### config.mk
export PLATFORM = sky130hd
export DESIGN_NAME = interval_pulse_gen
export DESIGN_NICKNAME = d
export VERILOG_FILES = /design/src/rtl/ipg_pkg.sv /design/src/rtl/ipg_ctrl.sv /design/src/rtl/ipg_datapath.sv /design/src/rtl/interval_pulse_gen.sv
export SDC_FILE = /design/constraint.sdc
export NUM_CORES = 1
export LEC_CHECK = 0
export BUFFER_PORTS_ARGS = -buffer_cell sky130_fd_sc_hd__buf_2
export CORE_MARGIN = 4
export CORE_UTILIZATION = 45
export DETAILED_ROUTE_END_ITERATION = 10
export PLACE_DENSITY_LB_ADDON = 0.05
export SETUP_SLACK_MARGIN = 0.5
export SLEW_MARGIN = 20
export SYNTH_ARGS = -nofsm -noshare
export SYNTH_HDL_FRONTEND = slang
export SYNTH_SLANG_ARGS = --single-unit
### constraint.sdc
create_clock -name clk -period 7.5 [get_ports clk]
set_input_delay 0.75 -clock clk [delete_from_list [all_inputs] [get_ports clk]]
set_output_delay 0.75 -clock clk [all_outputs]
set_load 0.01 [all_outputs]
### src/rtl/ipg_pkg.sv
`timescale 1ns/1ps
package ipg_pkg;

  // Strobes from control to datapath.
  typedef struct packed {
    logic clear;  // generator disabled: wipe counters
    logic start;  // first enabled cycle: load full periods
    logic step;   // qualified tick: count down
  } ipgStrobe_t;

endpackage

### src/rtl/ipg_ctrl.sv
`timescale 1ns/1ps
module ipg_ctrl
  import ipg_pkg::*;
#(
  parameter int PRSC_W = 16
) (
  input  logic              clk,
  input  logic              rstN,
  input  logic              enable,
  input  logic              tickStb,
  input  logic [PRSC_W-1:0] prscRatio,
  output ipgStrobe_t        strobe,
  output logic [PRSC_W-1:0] widthTicks
);

  localparam logic [PRSC_W-1:0] RATIO_ONE = PRSC_W'(1);
  localparam logic [PRSC_W-1:0] RATIO_TWO = PRSC_W'(2);

  logic enableQ;

  always_ff @(posedge clk) begin
    if (!rstN) enableQ <= 1'b0;
    else       enableQ <= enable;
  end

  always_comb begin
    strobe.clear = !enable;
    strobe.start = enable && !enableQ;
    strobe.step  = enable && enableQ && tickStb;
  end

  // Ratios 0 and 1 both mean no division.
  assign widthTicks = (prscRatio < RATIO_TWO) ? RATIO_ONE : prscRatio;

endmodule

### src/rtl/ipg_datapath.sv
`timescale 1ns/1ps
module ipg_datapath
  import ipg_pkg::*;
#(
  parameter int NUM_GEN = 2,
  parameter int CNT_W   = 32,
  parameter int PRSC_W  = 16,
  parameter int TICK_NS = 10
) (
  input  logic                          clk,
  input  logic                          rstN,
  input  ipgStrobe_t                    strobe,
  input  logic [NUM_GEN-1:0][CNT_W-1:0] periodVec,
  input  logic [PRSC_W-1:0]             widthTicks,
  output logic [NUM_GEN-1:0]            pulse
);

  localparam logic [CNT_W-1:0]  TICK_STEP = CNT_W'(TICK_NS);
  localparam logic [PRSC_W-1:0] WIDTH_DEC = PRSC_W'(1);

  for (genvar g = 0; g < NUM_GEN; g++) begin : gen_chan
    logic [CNT_W-1:0]  remNs;
    logic [PRSC_W-1:0] widthLeft;
    logic              fire;

    // Fire when another decrement would go below zero.
    assign fire = strobe.step && (remNs < TICK_STEP);

    always_ff @(posedge clk) begin
      if (!rstN || strobe.clear) begin
        remNs     <= '0;
        widthLeft <= '0;
      end else if (strobe.start) begin
        remNs     <= periodVec[g];
        widthLeft <= '0;
      end else if (strobe.step) begin
        if (fire) begin
          // The period input is taken only here, at reload.
          remNs     <= periodVec[g];
          widthLeft <= widthTicks;
        end else begin
          remNs <= remNs - TICK_STEP;
          if (widthLeft != '0) widthLeft <= widthLeft - WIDTH_DEC;
        end
      end
    end

    assign pulse[g] = (widthLeft != '0);
  end

endmodule

### src/rtl/interval_pulse_gen.sv
`timescale 1ns/1ps
module interval_pulse_gen
  import ipg_pkg::*;
#(
  parameter int CNT_W   = 32,
  parameter int PRSC_W  = 16,
  parameter int TICK_NS = 10
) (
  input  logic              clk,
  input  logic              rstN,
  input  logic              enable,
  input  logic              tickStb,
  input  logic [PRSC_W-1:0] prscRatio,
  input  logic [CNT_W-1:0]  periodA,
  input  logic [CNT_W-1:0]  periodB,
  output logic              pulseA,
  output logic              pulseB
);

  localparam int NUM_GEN = 2;

  ipgStrobe_t                    strobe;
  logic [PRSC_W-1:0]             widthTicks;
  logic [NUM_GEN-1:0][CNT_W-1:0] periodVec;
  logic [NUM_GEN-1:0]            pulse;

  assign periodVec[0] = periodA;
  assign periodVec[1] = periodB;

  ipg_ctrl #(.PRSC_W(PRSC_W)) u_ctrl (
    .clk        (clk),
    .rstN       (rstN),
    .enable     (enable),
    .tickStb    (tickStb),
    .prscRatio  (prscRatio),
    .strobe     (strobe),
    .widthTicks (widthTicks)
  );

  ipg_datapath #(
    .NUM_GEN (NUM_GEN),
    .CNT_W   (CNT_W),
    .PRSC_W  (PRSC_W),
    .TICK_NS (TICK_NS)
  ) u_dp (
    .clk        (clk),
    .rstN       (rstN),
    .strobe     (strobe),
    .periodVec  (periodVec),
    .widthTicks (widthTicks),
    .pulse      (pulse)
  );

  assign pulseA = pulse[0];
  assign pulseB = pulse[1];

endmodule

== After elaboration in Yosys (flattened, before gate mapping) ==
Cells that the tools add are included.

* Logic and storage cells: 40
* Register bits: 97

* Multiplexer cells: 11
* Order comparisons: 3
* Reductions and logical operators: 17
* Add/sub/neg operators: 4

{| class="wikitable"
|+ Operator list
! cell !! count
|-
| 32-bit two-way mux || 6
|-
| 16-bit two-way mux || 5
|-
| 32-bit by 4-bit less-than comparator with 1-bit output, second input constant || 2
|-
| 32-bit by 4-bit subtractor with 32-bit output, second input constant || 2
|-
| 16-bit nonzero test || 2
|-
| 16-bit by 1-bit subtractor with 16-bit output, second input constant || 2
|-
| 16-bit by 2-bit less-than comparator with 1-bit output, second input constant || 1
|-
| 2-bit nonzero test || 3
|-
| 1-bit logical AND || 5
|-
| 2-bit AND reduction || 2
|-
| 1-bit zero test || 3
|-
| 2-bit OR reduction || 1
|-
| 1-bit logical OR || 1
|}

== Longest topological paths before layout ==
Gate-level depths: netlist of the first run.

* Word-level depth: 6
* Gate-level depth with buffers: 9

== Modules after synthesis ==
A second synthesis of the first run with hierarchy kept.

* Cells, all modules: 793
* Area total of the unflattened synthesis: 6080.8 um^2

{| class="wikitable"
|+ Modules (own cells, without submodules)
! module !! area an instance (um^2) !! seq. area each (um^2) !! times used !! cells an instance
|-
| ipg_datapath || 5950.7 || 1881.8 || 1 || 768
|-
| ipg_ctrl || 130.1 || 20.0 || 1 || 25
|}

== Worst setup path after synthesis of the first run ==
No wires, ideal clock.

* Path kind: input port to flip-flop
* Start point: input tickStb
* End point: register u_dp.gen_chan[1].widthLeft[14]
* Slack: 5093 ps
* Stages: 8
* Data required time: 7384 ps
* Arrival time: 2291 ps
* Cells stage by stage: nand3_1 > clkbuf_1 > or3_4 > or3_1 > buf_2 > mux2i_1 > nor3_1 > a31o_1

* Word-level cells in the longest chain between the ends: 4
* Elaborated cells on any way between the ends: 5
* Classes of those cells: 1 x mux; 4 x reduce/logical

{| class="wikitable"
|+ RTL lines
! what !! line !! RTL
|-
| start: declaration || interval_pulse_gen.sv:12 || <nowiki>input logic tickStb,</nowiki>
|-
| 1-bit logical AND * || ipg_ctrl.sv:29 || <nowiki>strobe.step = enable && enableQ && tickStb;</nowiki>
|-
| 1-bit logical AND || ipg_datapath.sv:27 || <nowiki>assign fire = strobe.step && (remNs < TICK_STEP);</nowiki>
|-
| 2-bit nonzero test (no line) || n/a ||
|-
| 2-bit AND reduction (no line) || n/a ||
|-
| end signal: assignment || ipg_datapath.sv:40 || <nowiki>widthLeft <= widthTicks;</nowiki>
|-
| end signal: assignment || ipg_datapath.sv:43 || <nowiki>if (widthLeft != '0) widthLeft <= widthLeft - WIDTH_DEC;</nowiki>
|-
| end: declaration || ipg_datapath.sv:23 || <nowiki>logic [PRSC_W-1:0] widthLeft;</nowiki>
|}

Every way passes the cells marked *; elsewhere a longest branch is shown, timed or not.
A chain may end at the register's enable or synchronous reset.

== Worst setup path after layout of the first run ==
* Start point: input tickStb
* End point: register u_dp.gen_chan[0].remNs[5]

* Word-level cells in the longest chain between the ends: 5
* Elaborated cells on any way between the ends: 6
* Classes of those cells: 3 x mux; 3 x reduce/logical

{| class="wikitable"
|+ RTL lines
! what !! line !! RTL
|-
| 1-bit logical AND * || ipg_ctrl.sv:29 ||
|-
| 1-bit logical AND || ipg_datapath.sv:27 ||
|-
| 32-bit two-way mux || ipg_datapath.sv:37 || <nowiki>if (fire) begin</nowiki>
|-
| 32-bit two-way mux || ipg_datapath.sv:36 || <nowiki>end else if (strobe.step) begin</nowiki>
|-
| 32-bit two-way mux || ipg_datapath.sv:33 || <nowiki>end else if (strobe.start) begin</nowiki>
|-
| end signal: assignment || ipg_datapath.sv:34 || <nowiki>remNs <= periodVec[g];</nowiki>
|-
| end signal: assignment || ipg_datapath.sv:39 || <nowiki>remNs <= periodVec[g];</nowiki>
|-
| end signal: assignment || ipg_datapath.sv:42 || <nowiki>remNs <= remNs - TICK_STEP;</nowiki>
|-
| end: declaration || ipg_datapath.sv:22 || <nowiki>logic [CNT_W-1:0] remNs;</nowiki>
|}

Every way passes the cells marked *; elsewhere a longest branch is shown, timed or not. The select of a mux whose other input is x is not followed.

==> results.tsv, run 1 <==
metric	value	unit
total track usage	24.75	%
buffers plus inverters on the worst setup path	2	
via count	6325	
slowest stage cell on the critical path	a41o_1	
delay of the slowest critical-path stage	0.68	ns
post-synthesis area per instance	7.491	µm²
area delta synth->final	12.66	%
max-cap violation count	0	
post-route antenna net violation count	0	
non-filler instance count after layout	1017	
number of clock sinks	95	
Post-Syn Instances	794	
CTS tree	built	
share of synthesized area occupied by flip-flops and latches	31.97	%
family with the most delay on the worst path	compound AO/OA/AOI/OAI gates	
fin nets	933	
Setup Skew	0.005612	ns
Clock Latency Late Sink	0.35	ns
number of inserted filler cells in the final layout	1279	
peak ir drop on the vdd network	0.1066	mV
number of top-level pins	86	
Critical Path, Cell by Cell	buf_2 -> nand3_1 -> nor4_4 -> a41o_1 -> buf_4 -> o21ai_1 -> a32o_1	
required time of the critical path	7.74	ns
pin count of the biggest net entering global routing	58	
ys async rst share	0	%
relative contribution of the clock network to total power	34.3	%
mean routed wirelength per cell	18.32	µm
leading cell type in the layout, fill and taps excluded	dfxtp_1	
Synth Cell Area	5948	µm²
cell internal pwr	0.9265	mW
top library cells by usage in the layout, fill and taps aside	dfxtp_1 (95), buf_2 (83), a21oi_1 (81)	
buffers inserted by post-CTS timing repair	0	
worst-case register-to-register setup slack	4.41	ns
fraction of final layout cells sized beyond drive strength 1	15.50	%
Max-Slew Margin vs Limit	32.29	%
most used flip-flop cell after synthesis	dfxtp_1	
antenna violations before repair	0	
sequential cell area	1902	µm²
classification of the worst setup path	input pin to register	
Min-Delay Path Class	register to register	
LEAKAGE	2.495	nW
Switching Share	32.05	%
number of buffers added by the clock tree synthesis step	9	
row cnt	41	
Power Dens Cells	203.5	nW/µm²
count of instances resized after the clock tree is built	0	
width of the die	123.0	µm
sequential fraction of design power	40.6	%
number of max-slew violations in the final report	0	
global-route wire length before repair	29.90	mm
count of cell types in the netlist	72	
EDFF count, synth	0	
drt drc	0	
warnings from Yosys	0	
Total Wirelength	18.64	mm
hold-fix buffers at CTS	0	
maximum clock insertion buffer count	2	
startpoint type of the worst setup path	input pin	
setup repair after global routing missed its margin	no	
count of state elements after synthesis	95	
number of port buffers	83	
area of the multi-input gates	3744	µm²
number of global-route vias before repair	5833	
die footprint	15120	µm²
final weighted congestion in routability-driven placement	0.8872	
Critical Path Fanout Max	32	
part of the cycle the worst path needs	43.28	%
Avg Vias per Cell	6.219	
switching component of the power	0.4369	mW
CTS clk-pin slew, worst paths	0.06	ns
element type at the critical path end	register	
Iteration-0 DRC Markers	579	
total congestion overflow after global routing	0	
depth of the CTS H-tree	3	
overall power after layout	1.363	mW
total placed cells including tap cells	1004	
final worst path period need	3.246	ns
Slew @ Worst Pin	1.013	ns
DR pass1 iterations	5	
Detailed Place HPWL	12.79	mm
Total Negative Setup Slacks	0	ns
status	complete, no violations	
effective utilization at floorplan	46.57	%
clock root cell	clkbuf_16	
height of the die	123.0	µm
highest clock rate	308.0	MHz
total nets after synthesis	884	
core area	12770	µm²
arrival time reported for the critical path endpoint	3.49	ns
Comb power frac	25.1	%
number of failing setup endpoints in the final timing report	0	
count of antenna diodes in the layout	0	
hold violation count in the final report	0	
## logic make-up after synthesis
logic type,Yosys count,synth area share (%)
simple gates,340,31.83
compound gates,262,26.67
flops,95,31.97
buf+inv,71,5.196
xor+xnor,16,2.356
fa+ha+maj,6,1.262
mux,4,0.7152
## worst reg2reg max path: cells and delay by family, from the launching register on
| family | cells | cell delay [ns] |
|---|---|---|
| AND/OR/NAND/NOR | 2 | 1.09 |
| buffers and inverters | 1 | 0.44 |
| AO/OA/AOI/OAI | 3 | 1.11 |
| flip-flops | 1 | 0.35 |
## final timing paths
check | start | endpoint | cells after the start
hold / removal | u_dp.gen_chan[1].remNs[16] | u_dp.gen_chan[1].remNs[16] | 2
hold reg to reg | u_dp.gen_chan[1].remNs[16] | u_dp.gen_chan[1].remNs[16] | 2
setup reg to reg | u_dp.gen_chan[0].remNs[7] | u_dp.gen_chan[0].remNs[5] | 6
setup / recovery | tickStb | u_dp.gen_chan[0].remNs[5] | 7
## cell type report
class                   instances  share of cell area, %
clock buffers                  12                  3.827
clock inverters                 1                 0.4481
inverters                      15                 0.8402
multi-input cells             628                  55.86
flip-flops and latches         95                  28.38
well taps                     172                  3.211
repair buffers                 94                  7.431
## routing by layer
| layer | vias to the layer above | GRT usage, % | share of wire [%] | wire length [µm] |
|---|---|---|---|---|
| met2 | 233 | 39.97 | 46 | 8622 |
| met5 | - | 0 | 0 | 0 |
| met1 | 2969 | 33.75 | 46 | 8513 |
| met4 | 0 | 8.927 | 1.8 | 327 |
| met3 | 24 | 3.614 | 6.3 | 1173 |
| li1 | 3099 | - | - | - |
## synthesized netlist by cell type (5+ instances only)
library cell	count	area share (%)
o31ai_1	5	0.63
buf_4	5	0.63
or2_1	5	0.53
nor2_1	57	3.6
nand3_1	46	3.9
buf_2	13	1.1
xnor2_1	11	1.6
o211ai_1	6	0.76
inv_1	14	0.88
ha_1	6	1.3
nand4_1	12	1.3
dfxtp_1	95	32
and2_1	9	0.95
nand2b_1	6	0.63
nor3_1	52	4.4
a211oi_1	9	1.1
a21o_1	6	0.76
or4_4	6	1.1
a21oi_1	81	6.8
a32o_1	5	0.84
o22ai_1	13	1.4
and3_1	6	0.63
nand2_1	60	3.8
clkbuf_1	37	2.3
or4_1	9	1.1
nor4_1	28	2.9
o21ai_0	37	3.1
xor2_1	5	0.74
o21ai_1	47	4.0
or3_1	10	1.1
a22oi_1	9	1.1
a31oi_1	14	1.5
## per-stage QoR
| step | utilization, % | hold slack (ns) | instance area [µm²] | setup slack [ns] |
|---|---|---|---|---|
| 2_1_floorplan | - | 0.4313 | 5948 | 5.093 |
| 3_3_place_gp | 50.22 | 0.4486 | 6415 | 3.913 |
| 3_5_place_dp | 50.22 | 0.4536 | 6415 | 3.876 |
| 4_1_cts | 52.46 | 0.4636 | 6701 | 4.250 |
| 5_1_grt | 52.46 | 0.4882 | 6701 | 3.983 |
| 6_report | 52.46 | 0.4615 | 6701 | 4.254 |
## flip-flops by register name, indices dropped and copies added (netlist names)
signal / cells
u_dp.gen_chan.remNs: 62
u_dp.gen_chan.widthLeft: 32
u_ctrl.enableQ: 1
## power by group through the flow
| stage | combinational, mW | clock, mW | sequential (mW) |
|---|---|---|---|
| after floorplan | 0.251 | 0 | 0.557 |
| after global placement | 0.331 | 0 | 0.562 |
| after detailed placement | 0.337 | 0 | 0.564 |
| after CTS | 0.339 | 0.477 | 0.552 |
| after global routing | 0.378 | 0.493 | 0.557 |
| final | 0.342 | 0.467 | 0.554 |
(Power assumes the default switching activity.)
==> run 2: changes to the inputs <==
- clock period: 7.5 -> 3.3 ns (I/O delays scaled with it)
==> results.tsv, run 2 (synthesis results as in run 1) <==
metric	value	unit	change
status	complete, no violations		
classification of the worst setup path	register to register		
core area	12770	µm²	unchanged
effective utilization at floorplan	46.57	%	unchanged
hold violation count in the final report	0		unchanged
via count	6402		+1.2%
largest registers	u_dp.gen_chan.remNs: 62 flops, u_dp.gen_chan.widthLeft: 32 flops, u_ctrl.enableQ: 1 flops		
total congestion overflow after global routing	0		unchanged
arrival time reported for the critical path endpoint	2.78	ns	-0.71 ns
Design Area, Final	6869	µm²	+2.5%
maximum clock insertion buffer count	2		unchanged
total cell area at the placement stage	6492	µm²	+1.2%
Clock Latency Late Sink	0.35	ns	about the same
antenna violations before repair	0		unchanged
Detailed Place HPWL	13.00	mm	+1.6%
number of global-route vias before repair	5867		+0.58%
beginning of the critical path	u_dp.gen_chan[1].remNs[24]		
height of the die	123.0	µm	unchanged
number of port buffers	83		unchanged
fin nets	944		+1.2%
count of instances resized after the clock tree is built	0		unchanged
number of max-slew violations in the final report	0		unchanged
post-route antenna net violation count	0		unchanged
required time of the critical path	3.53	ns	-4.21 ns
width of the die	123.0	µm	unchanged
max-cap violation count	0		unchanged
count of antenna diodes in the layout	0		unchanged
Iteration-0 DRC Markers	627		+8.3%
fraction of final layout cells sized beyond drive strength 1	17.00	%	+1.5 points
Power Dens Cells	475.5	nW/µm²	+130%
area delta synth->final	15.48	%	
HP Start	periodA[10]		
Setup Skew	0.005697	ns	+0.00008524 ns
LEAKAGE	2.587	nW	+3.7%
element type at the critical path end	register		
Min-Delay Path Class	input pin to register		
Total Wirelength	18.57	mm	-0.35%
clock root cell	clkbuf_16		
number of failing setup endpoints in the final timing report	0		unchanged
number of flip-flops in the largest register	62		unchanged
depth of the CTS H-tree	3		unchanged
number of top-level pins	86		unchanged
top library cells by usage in the layout, fill and taps aside	dfxtp_1 (95), buf_2 (83), a21oi_1 (81)		
CTS tree	built		
part of the cycle the worst path needs	77.45	%	
Critical Path Fanout Max	57		+78%
final weighted congestion in routability-driven placement	0.9041		+1.9%
hold-fix buffers at CTS	0		unchanged
total track usage	24.49	%	-0.26 points
CTS clk-pin slew, worst paths	0.07	ns	about the same
drt drc	0		unchanged
setup repair after global routing missed its margin	no		
DR pass1 iterations	5		unchanged
number of buffers added by the clock tree synthesis step	9		unchanged
highest clock rate	391.3	MHz	
non-filler instance count after layout	1031		+1.4%
fraction of the core area covered by cells at the end of the flow	53.78	%	+1.3 points
final worst path period need	2.556	ns	
total placed cells including tap cells	1011		+0.70%
Total Negative Setup Slacks	0	ns	unchanged
die footprint	15120	µm²	unchanged
pin count of the biggest net entering global routing	58		unchanged
peak ir drop on the vdd network	0.2881	mV	+170%
row cnt	41		unchanged
Avg Vias per Cell	6.210		-0.16%
startpoint type of the worst setup path	register		
global-route wire length before repair	29.54	mm	-1.2%
Top reg by flops	u_dp.gen_chan.remNs		
Max-Slew Margin vs Limit	37.78	%	+5.5 points
number of clock sinks	95		unchanged
leading cell type in the layout, fill and taps excluded	dfxtp_1		
beginning of the worst register-to-register path	u_dp.gen_chan[1].remNs[24]		
Slew @ Worst Pin	0.9333	ns	-0.07926 ns
mean routed wirelength per cell	18.01	µm	-1.7%
## run 2: cell count changes in the layout (fill, tap and decap cells not counted), sizes merged
cell | previous run | this run
bufinv | 1 | 3
clkinv | 1 | 3
clkinvlp | 0 | 1
clkbuf | 12 | 10
buf | 94 | 105
## run 2: layer usage
metal	track usage (%)	up-vias	wire, µm
li1	-	3132	-
met1	33.90	3001	8586
met2	38.40	240	8526
met3	3.294	29	1049
met4	10.38	0	407
met5	0	-	0
## run 2: timing repair
item,4_1_cts,5_1_grt
endpoints found under the setup margin,0,1
buffers inserted,0,4
hold endpoints to repair,0,0
## run 2: report_power, final
part           internal (mW)  switching [mW]
Sequential              1.20          0.0590
Clock                  0.759           0.463
Combinational          0.298           0.489
## run 2: final cells by class
cell class	count	area [µm²]
Clock buffer	10	239.0
Sequential cell	95	1902
Clock inverter	6	107.6
Tap cell	172	215.2
Inverter	15	56.30
Timing Repair Buffer	105	605.6
Multi-Input combinational cell	628	3744
Fill cell	1278	5904
## run 2: through the flow
step                total power [mW]  hold slack, ns  setup WS (ns)
floorplan                      1.838          0.4313         0.9277
global placement               2.041          0.4485         0.7140
detailed placement             2.056          0.4625         0.6908
CTS                            3.280          0.2037         0.6730
global route                   3.420          0.2196         0.6025
finish                         3.266          0.2066         0.7443
## run 2: path summary, 6_finish.rpt
check / end / slack (ns) / cells past startpoint
worst max-delay path: u_dp.gen_chan[1].remNs[9] / 0.74 / 7
worst max register to register: u_dp.gen_chan[1].remNs[9] / 0.74 / 7
worst min-delay path: u_dp.gen_chan[0].remNs[10] / 0.21 / 3
worst min register to register: u_dp.gen_chan[1].remNs[16] / 0.47 / 2
## run 2: worst max-delay path, stage by stage, from the launching register on
cell	delay, ns
dfxtp_1	0.35
or4_4	0.58
or3_4	0.46
o31ai_4	0.17
buf_4	0.48
nor3_1	0.12
a31oi_1	0.16
nand3_1	0.10
==> run 3: changes to the inputs <==
- clock period: 3.3 -> 2.4 ns (I/O delays scaled with it)
==> results.tsv, run 3 (synthesis results as in run 1) <==
metric	value	unit	change
number of global-route vias before repair	6635		+13%
CTS clk-pin slew, worst paths	0.07	ns	about the same
depth of the CTS H-tree	3		unchanged
number of inserted filler cells in the final layout	1024		-20%
number of max-slew violations in the final report	0		unchanged
CTS tree	built		
Total Wirelength	23.66	mm	+27%
Worst Hold Margin	0.1118	ns	-0.09474 ns
most prevalent standard cell on the critical path	nor4_2		
classification of the worst setup path	register to register		
family with the most delay on the worst path	simple AND/OR/NAND/NOR gates		
Total Negative Setup Slacks	-0.03727	ns	-0.03727 ns
mean routed wirelength per cell	20.72	µm	+15%
total placed cells including tap cells	1062		+5.0%
clock root cell	clkbuf_16		
largest registers	u_dp.gen_chan.remNs: 62 flops, u_dp.gen_chan.widthLeft: 32 flops, u_ctrl.enableQ: 1 flops		
fin nets	1058		+12%
slowest stage cell on the critical path	or4_4		
LEAKAGE	3.406	nW	+32%
maximum clock insertion buffer count	2		unchanged
effective utilization at floorplan	46.57	%	unchanged
via count	7284		+14%
fraction of final layout cells sized beyond drive strength 1	42.27	%	+25 points
Setup Skew	0.008102	ns	+0.002405 ns
non-filler instance count after layout	1142		+11%
Iteration-0 DRC Markers	855		+36%
Detailed Place HPWL	14.24	mm	+9.5%
top library cells by usage in the layout, fill and taps aside	buf_4 (88), buf_2 (83), dfxtp_1 (83)		
arrival time reported for the critical path endpoint	2.71	ns	-0.07 ns
total track usage	27.88	%	+3.4 points
final weighted congestion in routability-driven placement	0.9184		+1.6%
area delta synth->final	49.28	%	
Max-Slew Margin vs Limit	24.09	%	-14 points
failing checks	setup timing		
status	finished with violations		
Critical Path, Cell by Cell	or4_4 -> nor4_2 -> buf_4 -> nand4_1 -> nor4_2 -> xnor2_1 -> o31ai_1		
number of top-level pins	86		unchanged
post-route setup slack	-0.03727	ns	-0.7816 ns
number of port buffers	83		unchanged
Min-Delay Path Class	input pin to register		
Slew @ Worst Pin	1.137	ns	+0.2041 ns
global-route wire length before repair	33.35	mm	+13%
Avg Vias per Cell	6.378		+2.7%
highest clock rate	410.3	MHz	+4.9%
post-route antenna net violation count	0		unchanged
number of failing setup endpoints in the final timing report	1		+1
pin count of the biggest net entering global routing	49		-16%
Clock Latency Late Sink	0.36	ns	about the same
setup repair after global routing missed its margin	yes		
hold violation count in the final report	0		unchanged
max-cap violation count	0		unchanged
peak ir drop on the vdd network	0.4416	mV	+53%
startpoint type of the worst setup path	register		
required time of the critical path	2.67	ns	-0.86 ns
width of the die	123.0	µm	unchanged
buffers plus inverters on the worst setup path	1		unchanged
part of the cycle the worst path needs	101.6	%	+24 points
die footprint	15120	µm²	unchanged
total cell area at the placement stage	7088	µm²	+9.2%
leading cell type in the layout, fill and taps excluded	buf_4		
element type at the critical path end	register		
hold-fix buffers at CTS	0		unchanged
delay of the slowest critical-path stage	0.58	ns	about the same
number of clock sinks	95		unchanged
total congestion overflow after global routing	0		unchanged
Power Dens Cells	552.3	nW/µm²	+16%
drt drc	0		unchanged
number of buffers added by the clock tree synthesis step	9		unchanged
antenna violations before repair	0		unchanged
Top reg by flops	u_dp.gen_chan.remNs		
final worst path period need	2.437	ns	-0.1184 ns
core area	12770	µm²	unchanged
number of flip-flops in the largest register	62		unchanged
height of the die	123.0	µm	unchanged
Design Area, Final	8880	µm²	+29%
count of antenna diodes in the layout	0		unchanged
row cnt	41		unchanged
Critical Path Fanout Max	4		-93%
DR pass1 iterations	5		unchanged
==> run 3: power by group <==
part / internal (mW) / switching [mW]
Clock: 0.716 / 0.640
Combinational: 0.830 / 0.993
Sequential: 1.65 / 0.0768
Total: 3.19 / 1.71
==> run 3: what timing repair did <==
item	in CTS	in global routing
resized for setup	63	135
cloned	5	12
buffers inserted	23	27
pin swaps	27	76
endpoints found under the setup margin	96	96
==> run 3: layer usage <==
layer	share of wire, %	GRT usage [%]	wire (µm)
met5	0	0	0
met2	47	44.72	11150
met4	3.4	11.42	797
met3	7.1	5.306	1686
met1	42	36.96	10030
==> run 3: stage by stage <==
step / setup slack [ns] / utilization (%) / total power, mW
2_1_floorplan: 0.06676 / - / 2.576
3_3_place_gp: 0.02531 / 55.49 / 2.991
3_5_place_dp: 0.01216 / 55.49 / 3.017
4_1_cts: 0.1088 / 61.43 / 4.473
5_1_grt: -0.2005 / 69.52 / 5.091
6_report: -0.03727 / 69.52 / 4.904
==> run 3: worst paths after layout <==
kind                                    from                    endpoint  slack [ns]  cells past startpoint
hold / removal                   periodA[31]  u_dp.gen_chan[0].remNs[31]        0.11                      3
setup / recovery   u_dp.gen_chan[0].remNs[9]  u_dp.gen_chan[0].remNs[31]       -0.04                      7
setup reg to reg   u_dp.gen_chan[0].remNs[9]  u_dp.gen_chan[0].remNs[31]       -0.04                      7
hold reg to reg   u_dp.gen_chan[1].remNs[16]  u_dp.gen_chan[1].remNs[16]        0.47                      2
==> run 3: cell type report <==
cell class / count / area [µm²] / share of cell area [%]
clock buffers: 12 / 246.5 / 2.776
flip-flops and latches: 95 / 1917 / 21.59
inverters: 15 / 56.30 / 0.6341
repair buffers: 219 / 1874 / 21.11
multi-input cells: 628 / 4563 / 51.39
clock inverters: 1 / 7.507 / 0.08454
well taps: 172 / 215.2 / 2.424
==> run 3: worst reg2reg max path, cell delays in order (launching register included) <==
cell	delay, ns
dfxtp_2	0.33
or4_4	0.58
nor4_2	0.32
buf_4	0.20
nand4_1	0.19
nor4_2	0.39
xnor2_1	0.13
o31ai_1	0.22
